--- src/rtl/hbus_pkg.sv ---
package hbus_pkg;

    typedef enum logic {
        STY_STROBE = 1'b0,
        STY_QUAL   = 1'b1
    } bus_style_e;

    typedef struct packed {
        logic host_sel;
        logic style_sel;
        logic wr_rw;
        logic rd_ds_n;
    } pin_vec_t;

    localparam pin_vec_t PIN_IDLE = '{host_sel: 1'b1, style_sel: 1'b0,
                                      wr_rw: 1'b1, rd_ds_n: 1'b1};

    typedef struct packed {
        logic wr_en;
        logic rd_act;
    } bus_cmd_t;

    function automatic logic addr_mapped(input int unsigned a, input int unsigned nreg);
        return a < nreg;
    endfunction

endpackage

--- src/rtl/hbus_sync.sv ---
module hbus_sync #(
    parameter int WIDTH = 4,
    parameter logic [WIDTH-1:0] RST_VAL = '1
) (
    input  logic             clk,
    input  logic             rst,
    input  logic [WIDTH-1:0] d,
    output logic [WIDTH-1:0] q
);
    logic [WIDTH-1:0] stage1;

    always_ff @(posedge clk) begin
        if (rst) begin
            stage1 <= RST_VAL;
            q      <= RST_VAL;
        end else begin
            stage1 <= d;
            q      <= stage1;
        end
    end
endmodule

--- src/rtl/hbus_proto.sv ---
module hbus_proto
    import hbus_pkg::*;
(
    input  logic       clk,
    input  logic       rst,
    input  logic       host,
    input  bus_style_e style_pin,
    input  logic       rd_s,
    input  logic       wr_s,
    output bus_style_e style_q,
    output bus_cmd_t   cmd
);
    logic rd_prev, wr_prev, qual_rd_q;
    logic rd_fall, wr_rise, idle;

    assign rd_fall = rd_prev & ~rd_s;
    assign wr_rise = ~wr_prev & wr_s;
    // All strobes released: in qualifier style the wr_rw pin is not a strobe
    assign idle    = rd_s & ((style_q == STY_QUAL) | wr_s);

    always_ff @(posedge clk) begin
        if (rst) begin
            rd_prev   <= 1'b1;
            wr_prev   <= 1'b1;
            style_q   <= STY_STROBE;
            qual_rd_q <= 1'b0;
        end else begin
            rd_prev <= rd_s;
            wr_prev <= wr_s;
            if (idle)
                style_q <= style_pin;
            if (rd_s)
                qual_rd_q <= 1'b0;
            else if (rd_fall && style_q == STY_QUAL && wr_s)
                qual_rd_q <= 1'b1;
        end
    end

    always_comb begin
        cmd = '0;
        if (host) begin
            if (style_q == STY_STROBE) begin
                cmd.rd_act = ~rd_s;
                cmd.wr_en  = wr_rise;
            end else begin
                cmd.rd_act = ~rd_s & qual_rd_q;
                cmd.wr_en  = rd_fall & ~wr_s;
            end
        end
    end
endmodule

--- src/rtl/hbus_regbank.sv ---
module hbus_regbank
    import hbus_pkg::*;
#(
    parameter int ADDR_W   = 4,
    parameter int DATA_W   = 8,
    parameter int NUM_REGS = 6
) (
    input  logic                       clk,
    input  logic                       rst,
    input  logic                       wr_en,
    input  logic [ADDR_W-1:0]          addr,
    input  logic [DATA_W-1:0]          wr_data,
    output logic [DATA_W-1:0]          rd_data,
    output logic [NUM_REGS*DATA_W-1:0] cfg_flat
);
    logic [DATA_W-1:0] regs [NUM_REGS];

    for (genvar i = 0; i < NUM_REGS; i++) begin : g_reg
        always_ff @(posedge clk) begin
            if (rst)
                regs[i] <= '0;
            else if (wr_en && int'(addr) == i)
                regs[i] <= wr_data;
        end
        assign cfg_flat[i*DATA_W +: DATA_W] = regs[i];
    end

    always_comb begin
        rd_data = '0;
        if (addr_mapped(int'(addr), NUM_REGS)) begin
            for (int i = 0; i < NUM_REGS; i++)
                if (int'(addr) == i)
                    rd_data = regs[i];
        end
    end
endmodule

--- src/rtl/hbus_regif.sv ---
module hbus_regif
    import hbus_pkg::*;
#(
    parameter int ADDR_W   = 4,
    parameter int DATA_W   = 8,
    parameter int NUM_REGS = 6
) (
    input  logic                       clk,
    input  logic                       rst,
    input  logic                       host_sel,
    input  logic                       style_sel,
    input  logic [ADDR_W-1:0]          addr,
    input  logic                       rd_ds_n,
    input  logic                       wr_rw,
    input  logic [DATA_W-1:0]          bus_din,
    output logic [DATA_W-1:0]          bus_dout,
    output logic                       bus_doe,
    output logic                       taos_ch0,
    output logic [NUM_REGS*DATA_W-1:0] cfg_out
);
    localparam int PIN_W = $bits(pin_vec_t);

    pin_vec_t          pins_raw, pins_s;
    bus_style_e        style_q;
    bus_cmd_t          cmd;
    logic [DATA_W-1:0] rd_data;
    logic              hw_s;

    assign pins_raw = '{host_sel: host_sel, style_sel: style_sel,
                        wr_rw: wr_rw, rd_ds_n: rd_ds_n};

    hbus_sync #(.WIDTH(PIN_W), .RST_VAL(PIN_IDLE)) u_sync (
        .clk (clk),
        .rst (rst),
        .d   (pins_raw),
        .q   (pins_s)
    );

    assign hw_s = pins_s.host_sel;

    hbus_proto u_proto (
        .clk       (clk),
        .rst       (rst),
        .host      (~hw_s),
        .style_pin (bus_style_e'(pins_s.style_sel)),
        .rd_s      (pins_s.rd_ds_n),
        .wr_s      (pins_s.wr_rw),
        .style_q   (style_q),
        .cmd       (cmd)
    );

    hbus_regbank #(.ADDR_W(ADDR_W), .DATA_W(DATA_W), .NUM_REGS(NUM_REGS)) u_bank (
        .clk      (clk),
        .rst      (rst),
        .wr_en    (cmd.wr_en),
        .addr     (addr),
        .wr_data  (bus_din),
        .rd_data  (rd_data),
        .cfg_flat (cfg_out)
    );

    assign bus_doe  = cmd.rd_act;
    assign bus_dout = cmd.rd_act ? rd_data : '0;
    assign taos_ch0 = hw_s & pins_s.wr_rw;
endmodule

--- config.mk ---
export PLATFORM = sky130hd
export DESIGN_NAME = hbus_regif
export DESIGN_NICKNAME = d
export VERILOG_FILES = /design/src/rtl/hbus_pkg.sv /design/src/rtl/hbus_sync.sv /design/src/rtl/hbus_proto.sv /design/src/rtl/hbus_regbank.sv /design/src/rtl/hbus_regif.sv
export SDC_FILE = /design/constraint.sdc
export NUM_CORES = 1
export LEC_CHECK = 0
export BUFFER_PORTS_ARGS = -buffer_cell sky130_fd_sc_hd__clkbuf_2
export CAP_MARGIN = 20
export CORE_MARGIN = 5
export CORE_UTILIZATION = 51
export CTS_CLUSTER_SIZE = 14
export DETAILED_ROUTE_END_ITERATION = 8
export MAX_ROUTING_LAYER = met4
export PLACE_DENSITY = 0.89
export SYNTH_ARGS = -nofsm -noshare
export SYNTH_HDL_FRONTEND = slang
export SYNTH_SLANG_ARGS = --single-unit
--- constraint.sdc ---
create_clock -name clk -period 1.77 [get_ports clk]
set_input_delay 0.2655 -clock clk [delete_from_list [all_inputs] [get_ports clk]]
set_output_delay 0.2655 -clock clk [all_outputs]
set_load 0.01 [all_outputs]
==> results of run 1 <==
how the worst max path moves through the flow:
stage | from | end | slack [ps] | cells after the start
floorplan | u_proto.style_q$_SDFFE_PP0P_ | u_bank.regs[2][0]$_SDFFCE_PN0P_ | 150 | 4
global placement | addr[0] | bus_dout[6] | 3 | 5
detailed placement | addr[0] | bus_dout[4] | -20 | 5
CTS | u_proto.style_q$_SDFFE_PP0P_ | bus_dout[6] | -200 | 3
global route | u_proto.qual_rd_q$_SDFFE_PP0P_ | bus_dout[6] | -300 | 4
finish | u_proto.qual_rd_q$_SDFFE_PP0P_ | bus_dout[6] | -280 | 4
metrics by stage:
step,setup WS (ps),hold WS [ps],setup TNS (ps)
final,-277,102,-1630
after global routing,-304,87.0,-1910
after CTS,-198,90.0,-1320
after detailed placement,-22.8,400,-174
after global placement,3.16,393,0
after floorplan,149,369,0
worst max-delay path: stages, from the launching register on:
cell and delay [ps]:
sky130_fd_sc_hd__dfxtp_2 320, sky130_fd_sc_hd__inv_2 40, sky130_fd_sc_hd__a2111o_2 610, sky130_fd_sc_hd__a221oi_4 280, sky130_fd_sc_hd__buf_2 190
cells in the mapped netlist, drive strengths merged (6+ instances only):
library cell	number	area (µm²)
nor2	51	191
edfxtp	48	1440
nand2b	15	93.8
dfxtp	12	240
a211oi	8	60.1
o21ai	8	40.0
or2	8	50.1
buf	7	47.6
mux2	7	78.8
o221ai	7	61.3
o22ai	7	43.8
o2111ai	6	90.1
flip-flops by register name, indices dropped and copies added (netlist names):
register / count
u_proto.wr_prev: 1
u_sync.stage1: 4
u_proto.qual_rd_q: 1
u_bank.regs: 48
u_sync.q: 4
u_proto.style_q: 1
u_proto.rd_prev: 1
power groups by stage:
stage          clock (mW)  combinational (mW)  sequential [mW]
5_1_grt              1.37               0.288             1.60
4_1_cts              1.30               0.263             1.59
6_report             1.30               0.269             1.59
2_1_floorplan           0               0.119             1.64
3_3_place_gp            0               0.243             1.62
3_5_place_dp            0               0.250             1.62
routing by layer:
| layer | global-route usage (%) | routed length, µm |
|---|---|---|
| met1 | 28.4 | 2810 |
| met2 | 41.1 | 3850 |
| met3 | 5.48 | 620 |
| met4 | 15.3 | 259 |
| met5 | - | 0 |
cells by family after synthesis:
| group | Yosys count | synth area share (%) |
|---|---|---|
| buf+inv | 13 | 2.65 |
| simple gates | 89 | 17.2 |
| mux | 8 | 3.84 |
| compound gates | 41 | 12.6 |
| flops | 60 | 63.7 |
timing repair:
item / CTS / global route
endpoints found under the hold margin: 0 / 0
buffers inserted: 1 / 2
hold buffers: 0 / 0
resized for setup: 15 / 11
pin swaps: 7 / 5
setup endpoints to repair: 24 / 24
layout make-up:
class | count | share of cell area [%]
clock inverters | 2 | 0.320
repair buffers | 95 | 16.0
inverters | 3 | 0.320
well taps | 70 | 2.49
clock buffers | 14 | 5.84
multi-input cells | 138 | 27.0
flip-flops and latches | 60 | 48.0
==> run summary, run 1 <==
Run status -> complete, but fails checks
Failing checks -> setup timing
Initial drt markers -> 222
Post-Layout Cell Count -> 382
Sw Pwr -> 730 µW
Die width -> 82.0 µm
Kind of launch point of the worst setup path -> flop
DR vias/cell -> 5.80
Maximum level of the CTS H-tree -> 3
Largest fanout of any net on the critical path -> 8
Clock latency at the later pin of the worst-skew pair -> 350 ps
Highest ir drop seen on vdd -> 0.651 mV
Count of final max-slew check failures -> 0
Type of the tightest min-delay check -> in2reg
Fraction of final layout cells with drive strength greater than 1 -> 48.4%
Clk buf depth -> 2
Filler Cells Inserted -> 363
# rows -> 26
Clock Skew -> 8.81 ps
Vias post-DR -> 2216
Maximum number of pins on one net before global-route repair -> 26
Switching portion of total power -> 23.1%
Final Worst Setup Slack -> -277 ps
Area of the multi-input gates -> 950 µm²
Flop pwr share -> 50.5%
Starting density of the core -> 52.0%
Maximum achievable frequency -> 0.489 GHz
Area of the placeable core -> 0.00507 mm²
Total placed cells including tap cells -> 363
Hold Path Stages -> 2
Overall Power -> 3.16 mW
Syn nets -> 229
Clock transition at the registers of the reported paths -> 70 ps
Number of ports placed on the die boundary -> 76
Yosys cell types -> 31
Required time reported for the critical path endpoint -> 1500 ps
Relative max-transition margin -> 63.5%
Number of enable-type register cells in the synthesized netlist -> 48
Antenna violations before repair -> 0
Layout overhead on the synthesized area -> 33.2%
Cell Pwr Density -> 898 mW/mm²
Number of remaining DRC errors -> 0
DR WL/cell -> 19.7 µm
Count of endpoints failing hold in the final timing report -> 0
Sum of net half-perimeters after detailed placement -> 5140 µm
Clk network pwr share -> 41.0%
Sinks on the clock net -> 60
I/O Buffers -> 75
Wire length of the first global-routing pass -> 11600 µm
Pleak -> 1.38 nW
Count of cells along the worst register-to-register path -> 6
Crit Reg-Reg Endpoint -> u_bank.regs[0][8]$_SDFFCE_PN0P_
Fraction of synthesis flops using an asynchronous set or reset pin -> 0%
Total of max-cap violations -> 0
Actual slew at the worst max-slew pin -> 543 ps
Reg-to-reg setup timing slack -> 150 ps
Clock buffers created by TritonCTS -> 9
Number of global-route vias before repair -> 2278
Post-synthesis average cell area -> 12.5 µm²
Critical path arrival -> 1780 ps
Synth Cell Area -> 0.00264 mm²
Commonest cells after routing, fill and taps aside -> sky130_fd_sc_hd__clkbuf_2 (67), sky130_fd_sc_hd__nor2_1 (51), sky130_fd_sc_hd__edfxtp_1 (48), sky130_fd_sc_hd__buf_4 (17), sky130_fd_sc_hd__nand2b_1 (12)
Total congestion overflow -> 0
Launching point of the worst reg2reg path -> u_proto.style_q$_SDFFE_PP0P_
Combinational power share -> 8.5%
Area taken by flip-flops and latches -> 0.00169 mm²
Yosys reg bits -> 60
Antenna diode instance count -> 0
Nets -> 325
Kind of end point of the critical path -> output pin
Total Routing Usage GR -> 25.3%
Mapped Cells -> 211
Part of the Yosys area used for sequential elements -> 63.7%
Design area -> 0.00352 mm²
Final GP Congestion -> 0.811
Vertical die dimension -> 82.0 µm
Drt total wl -> 7540 µm
Post-layout util -> 69.3%
Crit path time final -> 2050 ps
Worst min-delay path startpoint -> host_sel
P_int -> 2.43 mW
Critical setup path kind -> reg2out
Worst Hold Endpoint -> u_sync.stage1[3]$_SDFF_PP1_
Unrepaired setup endpoints after global routing -> true
Most instantiated flip-flop cell in the synthesis netlist -> sky130_fd_sc_hd__edfxtp_1
Die Area -> 0.00672 mm²
Share of the cycle needed by the critical path after routing -> 116%
Number of nets still failing antenna checks after routing -> 0
DR pass1 iterations -> 5
Commonest non-fill, non-tap cell in the layout -> sky130_fd_sc_hd__clkbuf_2
Post-DP Area -> 0.00320 mm²
Synth warn -> 0
Clock tree from TritonCTS -> yes
Count of endpoints failing setup in the final report -> 8
Clock Tree Root -> sky130_fd_sc_hd__clkbuf_8
Power figures use the tool's default switching activity.
==> run 2: changes to the inputs <==
--- a/config.mk
+++ b/config.mk
@@ -11,6 +11,7 @@
 export CORE_UTILIZATION = 51
 export CTS_CLUSTER_SIZE = 14
 export DETAILED_ROUTE_END_ITERATION = 8
+export GPL_TIMING_DRIVEN = 0
 export MAX_ROUTING_LAYER = met4
 export PLACE_DENSITY = 0.89
 export SYNTH_ARGS = -nofsm -noshare
==> run summary, run 2 (synthesis results as in run 1) <==
Required time reported for the critical path endpoint -> 1500 ps
Sinks on the clock net -> 60
Commonest cells after routing, fill and taps aside -> sky130_fd_sc_hd__clkbuf_2 (67), sky130_fd_sc_hd__nor2_1 (50), sky130_fd_sc_hd__edfxtp_1 (48), sky130_fd_sc_hd__buf_4 (12), sky130_fd_sc_hd__dfxtp_1 (10)
Maximum level of the CTS H-tree -> 3
Cell Pwr Density -> 853 mW/mm²
Number of nets still failing antenna checks after routing -> 0
GRT busiest layer -> met2
Nets -> 325
Run status -> complete, but fails checks
Count of hold buffers inserted by post-cts repair -> 0
Wire length of the first global-routing pass -> 10800 µm
Layout overhead on the synthesized area -> 35.6%
DR WL/cell -> 19.5 µm
DR vias/cell -> 5.84
Failing checks -> setup timing
Global Route met1 Usage -> 28.4%
Overall Power -> 3.05 mW
Commonest non-fill, non-tap cell in the layout -> sky130_fd_sc_hd__clkbuf_2
Share of the cycle needed by the critical path after routing -> 113%
Drt total wl -> 7440 µm
Vertical die dimension -> 82.0 µm
DR pass1 iterations -> 6
Total of max-cap violations -> 0
Sum of net half-perimeters after detailed placement -> 5050 µm
Crit path time final -> 2000 ps
Number of remaining DRC errors -> 0
Critical path arrival -> 1740 ps
Clock latency at the later pin of the worst-skew pair -> 330 ps
Antenna violations before repair -> 0
Number of ports placed on the die boundary -> 76
Clk buf depth -> 2
Initial drt markers -> 309
Post-DP Area -> 0.00310 mm²
Die Area -> 0.00672 mm²
Type of the tightest min-delay check -> in2reg
Highest ir drop seen on vdd -> 0.746 mV
Largest registers -> u_bank.regs (48), u_sync.q (4), u_sync.stage1 (4)
Pleak -> 1.38 nW
Count of final max-slew check failures -> 0
Critical setup path kind -> reg2out
Antenna diode instance count -> 0
Starting density of the core -> 52.0%
Final Worst Setup Slack -> -231 ps
Reg-to-reg setup timing slack -> 90 ps
Area of the placeable core -> 0.00507 mm²
Total congestion overflow -> 0
Maximum number of pins on one net before global-route repair -> 12
Worst setup slack before clock tree synthesis -> -297 ps
Largest fanout of any net on the critical path -> 8
Vias post-DR -> 2229
Post-layout util -> 70.5%
Design area -> 0.00358 mm²
Clock buffers created by TritonCTS -> 9
Final GP Congestion -> 0.897
Count of endpoints failing hold in the final timing report -> 0
# rows -> 26
Kind of end point of the critical path -> output pin
Unrepaired setup endpoints after global routing -> true
Die width -> 82.0 µm
Clock transition at the registers of the reported paths -> 70 ps
Routing usage on met3 -> 3.84%
Clock tree from TritonCTS -> yes
Relative max-transition margin -> 73.2%
Actual slew at the worst max-slew pin -> 402 ps
Flip-flop count of the largest register, all copies and words added -> 48
Fraction of final layout cells with drive strength greater than 1 -> 48.7%
Register bank with the most flops -> u_bank.regs
Met2 GRT Util -> 37.3%
Total Routing Usage GR -> 23.1%
Count of endpoints failing setup in the final report -> 8
Number of global-route vias before repair -> 2130
Clock Skew -> 10.1 ps
Kind of launch point of the worst setup path -> flop
Maximum achievable frequency -> 0.500 GHz
I/O Buffers -> 74
Filler Cells Inserted -> 358
Clock Tree Root -> sky130_fd_sc_hd__clkbuf_8
-- run 2: power breakdown --
group / switching (mW) / total [mW] / internal, mW
clock network: 0.547 / 1.20 / 0.650
registers: 0.0301 / 1.59 / 1.56
logic: 0.162 / 0.264 / 0.102
-- run 2: layout make-up --
type                    instances  area, µm²  area share [%]
clock buffers                  10        128            3.57
repair buffers                 85        503            14.1
multi-input cells             138       1040            28.9
clock inverters                 6       65.1            1.82
flip-flops and latches         60       1690            47.1
inverters                       3       15.0           0.419
plain buffers                  10       58.8            1.64
well taps                      70       87.6            2.45
-- run 2: worst paths after layout --
check                                     from                         endpoint  depth (start not counted)
hold reg to reg    u_sync.stage1[3]$_SDFF_PP1_           u_sync.q[3]$_SDFF_PP1_                          1
setup / recovery  u_proto.style_q$_SDFFE_PP0P_                      bus_dout[2]                          3
setup reg to reg  u_proto.style_q$_SDFFE_PP0P_  u_bank.regs[2][2]$_SDFFCE_PN0P_                          5
hold / removal                           wr_rw      u_sync.stage1[1]$_SDFF_PP1_                          2
-- run 2: stage by stage --
step	hold slack, ps	TNS [ps]	instances
3_5_place_dp	404	-11760	355
5_1_grt	109	-1820	382
4_1_cts	108	-1300	374
3_3_place_gp	395	-9540	355
6_report	113	-1470	382
2_1_floorplan	369	0	211
-- run 2: per-layer routing --
layer  vias up  part of all wire, %
li1        985                    -
met1      1065                   39
met2       158                   50
met3        21                  9.2
met4         0                  2.4
met5         -                    0
-- run 2: worst max-delay path: stages (launching register included) --
cell and delay [ps]:
sky130_fd_sc_hd__dfxtp_4 360, sky130_fd_sc_hd__a2111o_2 600, sky130_fd_sc_hd__a211oi_2 260, sky130_fd_sc_hd__clkbuf_2 190
-- run 2: repair_timing --
item | CTS | global route
endpoints found under the setup margin | 56 | 56
pin swaps | 7 | 6
resized for setup | 24 | 13
setup buffers | 3 | 8
